--- config.mk ---
export PLATFORM = sky130hd
export DESIGN_NAME = clmul_iter
export DESIGN_NICKNAME = d
export VERILOG_FILES = /design/src/rtl/clmul_pkg.sv /design/src/rtl/clmul_ctrl.sv /design/src/rtl/clmul_accum.sv /design/src/rtl/clmul_window.sv /design/src/rtl/clmul_iter.sv
export SDC_FILE = /design/constraint.sdc
export NUM_CORES = 1
export LEC_CHECK = 0
export ABC_CLOCK_PERIOD_IN_PS = 1650
export BUFFER_PORTS_ARGS = -buffer_cell sky130_fd_sc_hd__clkbuf_2
export CAP_MARGIN = 20
export CORE_AREA = 8 8 226 228
export CTS_CLUSTER_SIZE = 30
export DETAILED_ROUTE_END_ITERATION = 8
export DIE_AREA = 0 0 234 236
export PLACE_DENSITY = 0.62
export RECOVER_POWER = 50
export SLEW_MARGIN = 0
export SYNTH_ARGS = -nofsm -noshare
export SYNTH_HDL_FRONTEND = slang
export SYNTH_SLANG_ARGS = --single-unit
--- constraint.sdc ---
create_clock -name clk -period 1.65 [get_ports clk]
set_clock_uncertainty 0.05 [all_clocks]
set_input_delay 0.33 -clock clk [delete_from_list [all_inputs] [get_ports clk]]
set_output_delay 0.33 -clock clk [all_outputs]
set_load 0.02 [all_outputs]
--- src/rtl/clmul_pkg.sv ---
package clmul_pkg;

  localparam logic [2:0] F3_LOW  = 3'b001;
  localparam logic [2:0] F3_HIGH = 3'b011;
  localparam logic [2:0] F3_REV  = 3'b010;

  typedef enum logic [1:0] {
    WIN_LOW  = 2'd0,
    WIN_HIGH = 2'd1,
    WIN_REV  = 2'd2,
    WIN_BAD  = 2'd3
  } win_e;

  function automatic win_e decode_funct3(input logic [2:0] f3);
    win_e w;
    case (f3)
      F3_LOW:  w = WIN_LOW;
      F3_HIGH: w = WIN_HIGH;
      F3_REV:  w = WIN_REV;
      default: w = WIN_BAD;
    endcase
    return w;
  endfunction

endpackage

--- src/rtl/clmul_ctrl.sv ---
module clmul_ctrl #(
  parameter int XLEN = 64
) (
  input  logic clk,
  input  logic rst_n,
  input  logic start_i,
  input  logic legal_i,
  output logic busy_o,
  output logic accept_o,
  output logic reject_o,
  output logic step_o,
  output logic last_o
);
  localparam int CW = $clog2(XLEN);
  localparam logic [CW-1:0] LAST_IDX = CW'(XLEN - 1);

  logic          busy_q;
  logic [CW-1:0] idx_q;
  logic          idle_start;

  assign idle_start = start_i && !busy_q;
  assign accept_o   = idle_start && legal_i;
  assign reject_o   = idle_start && !legal_i;
  assign step_o     = busy_q;
  assign last_o     = busy_q && (idx_q == LAST_IDX);
  assign busy_o     = busy_q;

  always_ff @(posedge clk or negedge rst_n) begin
    if (!rst_n) begin
      busy_q <= 1'b0;
      idx_q  <= '0;
    end else if (accept_o) begin
      busy_q <= 1'b1;
      idx_q  <= '0;
    end else if (step_o) begin
      idx_q <= idx_q + 1'b1;
      if (last_o) busy_q <= 1'b0;
    end
  end
endmodule

--- src/rtl/clmul_accum.sv ---
module clmul_accum #(
  parameter int XLEN = 64
) (
  input  logic            clk,
  input  logic            rst_n,
  input  logic            load_i,
  input  logic            step_i,
  input  logic [XLEN-1:0] a_i,
  input  logic [XLEN-1:0] b_i,
  output logic [2*XLEN-1:0] prod_next_o
);
  localparam int PW = 2 * XLEN;

  logic [PW-1:0]   a_sh_q;
  logic [XLEN-1:0] b_sh_q;
  logic [PW-1:0]   acc_q;
  logic [PW-1:0]   acc_next;

  function automatic logic [PW-1:0] fold_bit(input logic [PW-1:0] acc,
                                             input logic [PW-1:0] shifted_a,
                                             input logic          mbit);
    return acc ^ (mbit ? shifted_a : '0);
  endfunction

  assign acc_next    = fold_bit(acc_q, a_sh_q, b_sh_q[0]);
  assign prod_next_o = acc_next;

  always_ff @(posedge clk or negedge rst_n) begin
    if (!rst_n) begin
      a_sh_q <= '0;
      b_sh_q <= '0;
      acc_q  <= '0;
    end else if (load_i) begin
      a_sh_q <= {{XLEN{1'b0}}, a_i};
      b_sh_q <= b_i;
      acc_q  <= '0;
    end else if (step_i) begin
      acc_q  <= acc_next;
      a_sh_q <= a_sh_q << 1;
      b_sh_q <= b_sh_q >> 1;
    end
  end
endmodule

--- src/rtl/clmul_window.sv ---
module clmul_window
  import clmul_pkg::*;
#(
  parameter int XLEN = 64
) (
  input  logic [2*XLEN-1:0] prod_i,
  input  win_e              win_i,
  output logic [XLEN-1:0]   res_o
);
  logic [XLEN-1:0] low_w, high_w, rev_w;

  assign low_w  = prod_i[XLEN-1:0];
  assign high_w = prod_i[2*XLEN-1:XLEN];
  assign rev_w  = prod_i[2*XLEN-2:XLEN-1];

  always_comb begin
    case (win_i)
      WIN_HIGH: res_o = high_w;
      WIN_REV:  res_o = rev_w;
      default:  res_o = low_w;
    endcase
  end
endmodule

--- src/rtl/clmul_iter.sv ---
module clmul_iter
  import clmul_pkg::*;
#(
  parameter int XLEN = 64
) (
  input  logic            clk,
  input  logic            rst_n,
  input  logic            start_i,
  input  logic [2:0]      funct3_i,
  input  logic [XLEN-1:0] a_i,
  input  logic [XLEN-1:0] b_i,
  output logic            busy_o,
  output logic            done_o,
  output logic            illegal_o,
  output logic [XLEN-1:0] result_o
);
  win_e              win_dec;
  win_e              win_q;
  logic              legal;
  logic              accept_fire;
  logic              reject_fire;
  logic              step_fire;
  logic              last_fire;
  logic [2*XLEN-1:0] prod_next;
  logic [XLEN-1:0]   window_val;
  logic              done_q;
  logic              illegal_q;
  logic [XLEN-1:0]   result_q;

  assign win_dec = decode_funct3(funct3_i);
  assign legal   = (win_dec != WIN_BAD);

  clmul_ctrl #(.XLEN(XLEN)) u_ctrl (
    .clk      (clk),
    .rst_n    (rst_n),
    .start_i  (start_i),
    .legal_i  (legal),
    .busy_o   (busy_o),
    .accept_o (accept_fire),
    .reject_o (reject_fire),
    .step_o   (step_fire),
    .last_o   (last_fire)
  );

  clmul_accum #(.XLEN(XLEN)) u_accum (
    .clk         (clk),
    .rst_n       (rst_n),
    .load_i      (accept_fire),
    .step_i      (step_fire),
    .a_i         (a_i),
    .b_i         (b_i),
    .prod_next_o (prod_next)
  );

  clmul_window #(.XLEN(XLEN)) u_window (
    .prod_i (prod_next),
    .win_i  (win_q),
    .res_o  (window_val)
  );

  always_ff @(posedge clk or negedge rst_n) begin
    if (!rst_n) begin
      win_q     <= WIN_LOW;
      done_q    <= 1'b0;
      illegal_q <= 1'b0;
      result_q  <= '0;
    end else begin
      done_q    <= last_fire;
      illegal_q <= reject_fire;
      if (accept_fire) win_q <= win_dec;
      if (last_fire) result_q <= window_val;
    end
  end

  assign done_o    = done_q;
  assign illegal_o = illegal_q;
  assign result_o  = result_q;
endmodule

==> results.cfg, run 1 <==
[drt]
wire_per_inst_um = 21.8
drtAntennaViolNets = 0
via_per_inst = 5.76
dr_total_vias = 16600
drtIter0Drc = 2061
first_pass_iters = 9
routed_wl_mm = 62.6
drc = 27

[power_and_ir_drop]
cellPowerDensity_nw_per_um2 = 1840
sw_frac_of_total = 0.382
intPower_mw = 29.6
pwr-share-clk = 0.211
power.switching_mw = 18.3
power.share.combinational = 0.428
irDropWorstVdd_v = 0.00120
seqPwrFrac = 0.361
power_leakage_nw = 12.7

[sta]
fmax_mhz = 554
setup_viol = 315
holdWs_ns = 0.0379
min_period_over_period = 1.09
tightestPinTransition_ns = 1.03
hold_violations = 0
rsz0062_at_grt = true
period_needed_ns = 1.80
tns_ns = -17.83
finalWorstSetupSlack_ns = -0.154
maxSlewHeadroom = 0.313
slew_violations = 0

[worst_setup_path]
worst-r2r-cell-count = 7
r2r_slack_ns = -0.15
cpPeakStageDelay_ns = 0.51
cp_cell_sequence = buf_12 > buf_4 > clkbuf_16 > nand2_1 > xor2_2 > a21oi_1 > a22o_1
endpoint_kind = register
worstReg2RegStart = u_accum.b_sh_q[0]
endpoint = result_o[23]
path_class = register to register
critPathLaunch = u_accum.b_sh_q[0]
required_ns = 2.06
cp_max_fo = 9
r2r_end = result_o[23]
cp.arrival_ns = 2.21
startpoint_type = register
cpMaxStageDelayCell = dfrtp_4

[yosys]
synth_top_area_share = 0.529
yosysSeqAreaShare = 0.529
synthTopCellsByCount = dfrtp_1 (395), nand2_1 (288), a21oi_1 (148), inv_1 (131), a222oi_1 (126)
async_flop_share = 1.00
synthFlopType = dfrtp_1
netlist_area_um2 = 18700
syn_area_per_cell_um2 = 10.2
synth-seq-cells = 395
syn_nets = 1961
synth_area_leader_cell = dfrtp_1
synth.distinct_cells = 30
synthTopCellsByArea = dfrtp_1 (53%), a222oi_1 (6.8%), nand2_1 (5.8%), mux2i_1 (4.6%), a22o_1 (4.0%)
yosys_warnings = 0
postSynthCellCount = 1824
synth_most_common_cell = dfrtp_1
synth-edff-count = 0

[clock_tree]
cts_buffers = 44
cts_tree = done
cts.sinks = 395
root_buffer = clkbuf_16
path_clk_slew_ns = 0.06
worstSkewPairLatency_ns = 0.57
htreeDepth = 2
clk_path_buf_depth = 3

[grt]
antenna_found_initial = 4
grt_max_degree = 103
track_usage = 0.208
grt_pass1_vias = 16400
overflow = 0
grt_pass1_wl_mm = 92.3

[floorplan]
die-area_um2 = 55200
start_util = 0.394
fp.dieH_um = 236
ios = 201
fp.dieW_um = 234
std_cell_rows = 80
core-area_um2 = 47300

[finish]
fin_area_um2 = 26000
drive_gt1_frac = 0.280
nets = 2363
instances_no_fill = 2877
syn_to_final_growth_pct = 39.2

[place]
dpl_cell_area_um2 = 21400
hpwl_mm = 37.4
gp_congestion = 0.817
io_buffers = 200
post-place-cells = 2608

[flow_run]
max_cap_violations = 0

[run_status]
violations = DRC, setup timing
outcome = complete, but fails checks

[worst_hold_path]
holdCritPathClass = input port to register
[flip-flops by register name (all words and copies together) (netlist names)]
name / count
u_accum.b_sh_q: 64
win_q: 2
u_accum.acc_q: 128
done_o: 1
u_ctrl.idx_q: 6
illegal_o: 1
u_accum.a_sh_q: 128
result_o: 64
u_ctrl.busy_o: 1
[logic make-up after synthesis]
logic type | Yosys count | synth area share
mux | 86 | 0.0461
buf+inv | 300 | 0.0662
simple gates | 387 | 0.0852
xor+xnor | 132 | 0.0619
compound gates | 521 | 0.209
fa+ha+maj | 3 | 0.00201
flops | 395 | 0.529
[through the flow]
step	util	power, mW	worst slack (ns)
6_report	0.549	47.9	-0.154
5_1_grt	0.549	50.4	-0.193
4_1_cts	0.521	45.3	-0.129
3_5_place_dp	0.452	34.0	-0.164
3_3_place_gp	0.452	33.4	-0.174
2_1_floorplan	-	27.6	-0.0279
[what timing repair did]
| action | 4_1_cts | 5_1_grt |
|---|---|---|
| endpoints found under the setup margin | 194 | 390 |
| endpoints found under the hold margin | 329 | 0 |
| cloned | 6 | 19 |
| hold buffers | 130 | 0 |
| setup buffers | 15 | 17 |
| pin swaps | 12 | 63 |
| resized for setup | 46 | 176 |
[layout by cell type, fill, tap and decap left out, types with 3 or more instances in the layout]
cell           synthesis  routed
clkbuf_16              0      61
xor2_2                 0      30
a21oi_1              148     128
dlygate4sd3_1          0     130
bufinv_16              0       3
clkbuf_1              80       7
xnor2_1               70      39
bufbuf_16              0       3
diode_2                0       4
buf_6                  1      11
mux2i_1               86      86
o21a_1                 5       5
inv_1                131     130
clkbuf_8               0      12
nand2_1              288     212
a222oi_1             126     126
xor2_1                62      31
dfrtp_1              395     393
clkinv_2               0      10
nand2_4                0      16
buf_8                  0       6
buf_12                 0      45
a22o_1                85      85
o21ai_0               84      81
nand2_2                0      60
o21ai_1                7      10
a221o_1               64      64
buf_4                  2      97
buf_16                 0      10
clkbuf_2               1     204
nand3_1               92      92
a21oi_2                0      19
xnor2_2                0      31
[per-layer routing]
metal	track usage	vias to the layer above	share of wire
met1	0.269	8313	0.40
met3	0.0424	155	0.081
met5	0	-	0
li1	-	7373	-
met2	0.344	738	0.49
met4	0.0708	0	0.033
[power by group through the flow]
stage          Sequential, mW  Combinational, mW  Clock (mW)
3_5_place_dp             16.9               17.1           0
5_1_grt                  17.7               22.1        10.6
2_1_floorplan            16.6               11.0           0
6_report                 17.3               20.5        10.1
3_3_place_gp             16.7               16.6           0
4_1_cts                  16.8               18.2        10.3
[how the worst min path moves through the flow]
| stage | from | end | slack, ns | cells after the start |
|---|---|---|---|---|
| 6_report | funct3_i[0] | win_q[1] | 0.04 | 3 |
| 5_1_grt | funct3_i[0] | win_q[1] | 0.05 | 3 |
| 4_1_cts | funct3_i[0] | win_q[1] | 0.01 | 3 |
| 3_5_place_dp | rst_n | u_accum.acc_q[89] | 0.18 | 1 |
| 3_3_place_gp | rst_n | u_accum.acc_q[90] | 0.17 | 1 |
| 2_1_floorplan | rst_n | done_o | -0.02 | 0 |
[worst max-delay path: cells and delay by family (launching register included)]
family | cells | cell delay (ns)
AND/OR/NAND/NOR | 1 | 0.12
XOR/XNOR | 1 | 0.22
flip-flops | 1 | 0.51
AO/OA/AOI/OAI | 2 | 0.30
buffers and inverters | 3 | 0.49
[layout make-up]
class                   instances  area (um2)
diodes                          4        10.0
clock buffers                  63        1310
clock inverters                15         156
fillers                      3920       21400
inverters                     132         495
multi-input cells            1129        8400
flip-flops and latches        395        9890
well taps                     615         769
repair buffers                524        4950
(Power assumes the default switching activity.)
==> run 2: changes to the inputs <==
- ABC_AREA: default -> 1
- ABC_CLOCK_PERIOD_IN_PS: 1650 -> 1800
- CORE_AREA: 8 8 226 228 -> 8 8 230 232
- DIE_AREA: 0 0 234 236 -> 0 0 238 240
- PLACE_DENSITY: 0.62 -> 0.59
- clock period: 1.65 -> 1.8 ns (I/O delays scaled with it)
==> results.cfg, run 2 <==
[clock_tree]
clk_path_buf_depth = 3
root_buffer = clkbuf_16
cts_buffers = 45
cts.sinks = 395
htreeDepth = 2
worstSkewPairLatency_ns = 0.57
cts_tree = done
path_clk_slew_ns = 0.06

[worst_setup_path]
path_class = register to primary output
critPathLaunch = u_ctrl.busy_o
worstReg2RegStart = u_ctrl.busy_o
critPathTopFamily = flip-flops
r2r_slack_ns = 0.07
endpoint_kind = primary output
worst-r2r-cell-count = 8
cpPeakStageDelay_ns = 0.50
cpMaxStageDelayCell = dfrtp_4
cp_max_fo = 3
cp_num_buf_inv = 2
cp.arrival_ns = 1.35
r2r_end = u_accum.acc_q[127]
required_ns = 1.39
cp_cell_sequence = buf_16 > buf_8
startpoint_type = register
cp.depth = 2

[worst_hold_path]
hold_depth = 3
holdPathEnd = u_accum.a_sh_q[40]
holdCritStartpoint = a_i[40]
holdCritPathClass = input port to register

[sta]
setup_viol = 0
tightestPinTransition_ns = 1.01
fmax_mhz = 569
period_needed_ns = 1.76
slew_violations = 0
maxSlewHeadroom = 0.328
holdWs_ns = 0.0182
min_period_over_period = 0.976
hold_violations = 0

[yosys]
synth_most_common_cell = nand2_1
postSynthCellCount = 2627
yosys_warnings = 0
synth-seq-cells = 395
synth.distinct_cells = 22
synth-edff-count = 0
synth_area_leader_cell = dfrtp_1
syn_area_per_cell_um2 = 7.38
async_flop_share = 1.00
yosysSeqAreaShare = 0.510
synth_top_area_share = 0.510
syn_nets = 2764
synthTopCellsByCount = nand2_1 (1113), nand3_1 (538), dfrtp_1 (395), inv_1 (139), nor2_1 (111)
synthTopCellsByArea = dfrtp_1 (51%), nand2_1 (22%), nand3_1 (14%), inv_1 (2.7%), o21ai_1 (2.3%)
synthFlopType = dfrtp_1
netlist_area_um2 = 19400

[place]
hpwl_mm = 34.0
io_buffers = 200
post-place-cells = 3415
gp_congestion = 0.780

[power_and_ir_drop]
cellPowerDensity_nw_per_um2 = 1490
power_leakage_nw = 12.2
irDropWorstVdd_v = 0.000693

[floorplan]
core-area_um2 = 49500
fp.dieW_um = 238
die-area_um2 = 57100
fp.dieH_um = 240
std_cell_rows = 82
start_util = 0.392
ios = 201

[finish]
insertedDiodeCount = 0
instances_no_fill = 3631
nets = 3061
syn_to_final_growth_pct = 25.8
final_cell_mix = nand2_1 (1111), nand3_1 (538), dfrtp_1 (393)
drive_gt1_frac = 0.113
fill_cells = 4786
top_regs = u_accum.a_sh_q x128, u_accum.acc_q x128
multi_input_area_um2 = 8280
regArea_um2 = 9890
post-route-util = 0.493
layout_commonest_cell = nand2_1

[drt]
wirelength_met1_mm = 25.0
wire_per_inst_um = 15.0
dr_total_vias = 18100
drtAntennaViolNets = 0
drc = 0
wl_met2_mm = 25.6
via_per_inst = 5.00
drtIter0Drc = 1303
routed_wl_mm = 54.3
wl_met3_mm = 2.46
first_pass_iters = 5
highest-signal-layer = met4

[grt]
grt_max_degree = 83
overflow = 0
grt_pass1_vias = 18200
antenna_found_initial = 0
track_usage = 0.188
grt_pass1_wl_mm = 90.8

[flow_run]
max_cap_violations = 0

[run_status]
outcome = complete, no violations
run 2: logic make-up after synthesis:
group           share of synthesized area
fa+ha+maj                         0.00194
xor+xnor                         0.000452
compound gates                     0.0429
flops                               0.510
buf+inv                            0.0664
simple gates                        0.378
run 2: what timing repair did:
item | 4_1_cts | 5_1_grt
hold buffers | 126 | 0
setup endpoints to repair | 1 | 198
hold endpoints to repair | 390 | 0
buffers inserted | 3 | 1
gates cloned | 2 | 3
pin swaps | 0 | 2
resized for setup | 4 | 12
run 2: power by group:
part	switching, mW	leakage (nW)	internal (mW)
logic	7.90	6.45	4.99
clock network	3.70	0.731	5.42
registers	2.32	5.04	12.0
run 2: how the worst max path moves through the flow:
stage                     slack (ns)                  to
after floorplan                 0.17        result_o[12]
after global placement          0.10  u_accum.b_sh_q[14]
after detailed placement        0.07   u_accum.b_sh_q[2]
after CTS                      -0.01              busy_o
after global routing         -0.0006  u_accum.a_sh_q[62]
final                           0.04              busy_o
run 2: routing by layer:
metal  track usage  up-vias
met2         0.312      385
li1              -     9012
met5             0        -
met3        0.0324       80
met1         0.250     8669
met4        0.0577        0
run 2: metrics by stage:
stage,power [mW],setup TNS [ns],setup WS [ns],instance area [um2]
finish,36.3,0,0.0438,24400
global route,39.2,-0.000640,-0.000640,24400
CTS,36.6,-0.0128,-0.0128,24400
detailed placement,26.9,0,0.0655,21500
global placement,26.4,0,0.100,21500
floorplan,22.8,0,0.168,19400
run 2: cell type report:
type,count,area share
clock buffers,72,0.0570
multi-input cells,1937,0.339
well taps,672,0.0345
clock inverters,10,0.00323
inverters,140,0.0218
repair buffers,405,0.139
flip-flops and latches,395,0.406
run 2: worst register-to-register path, stage by stage (launching register included):
cell	delay, ns
dfrtp_4	0.50
buf_4	0.17
inv_4	0.06
nand2_4	0.07
nor2_4	0.11
o21ai_4	0.12
nand2_8	0.17
buf_4	0.24
o21ai_0	0.10
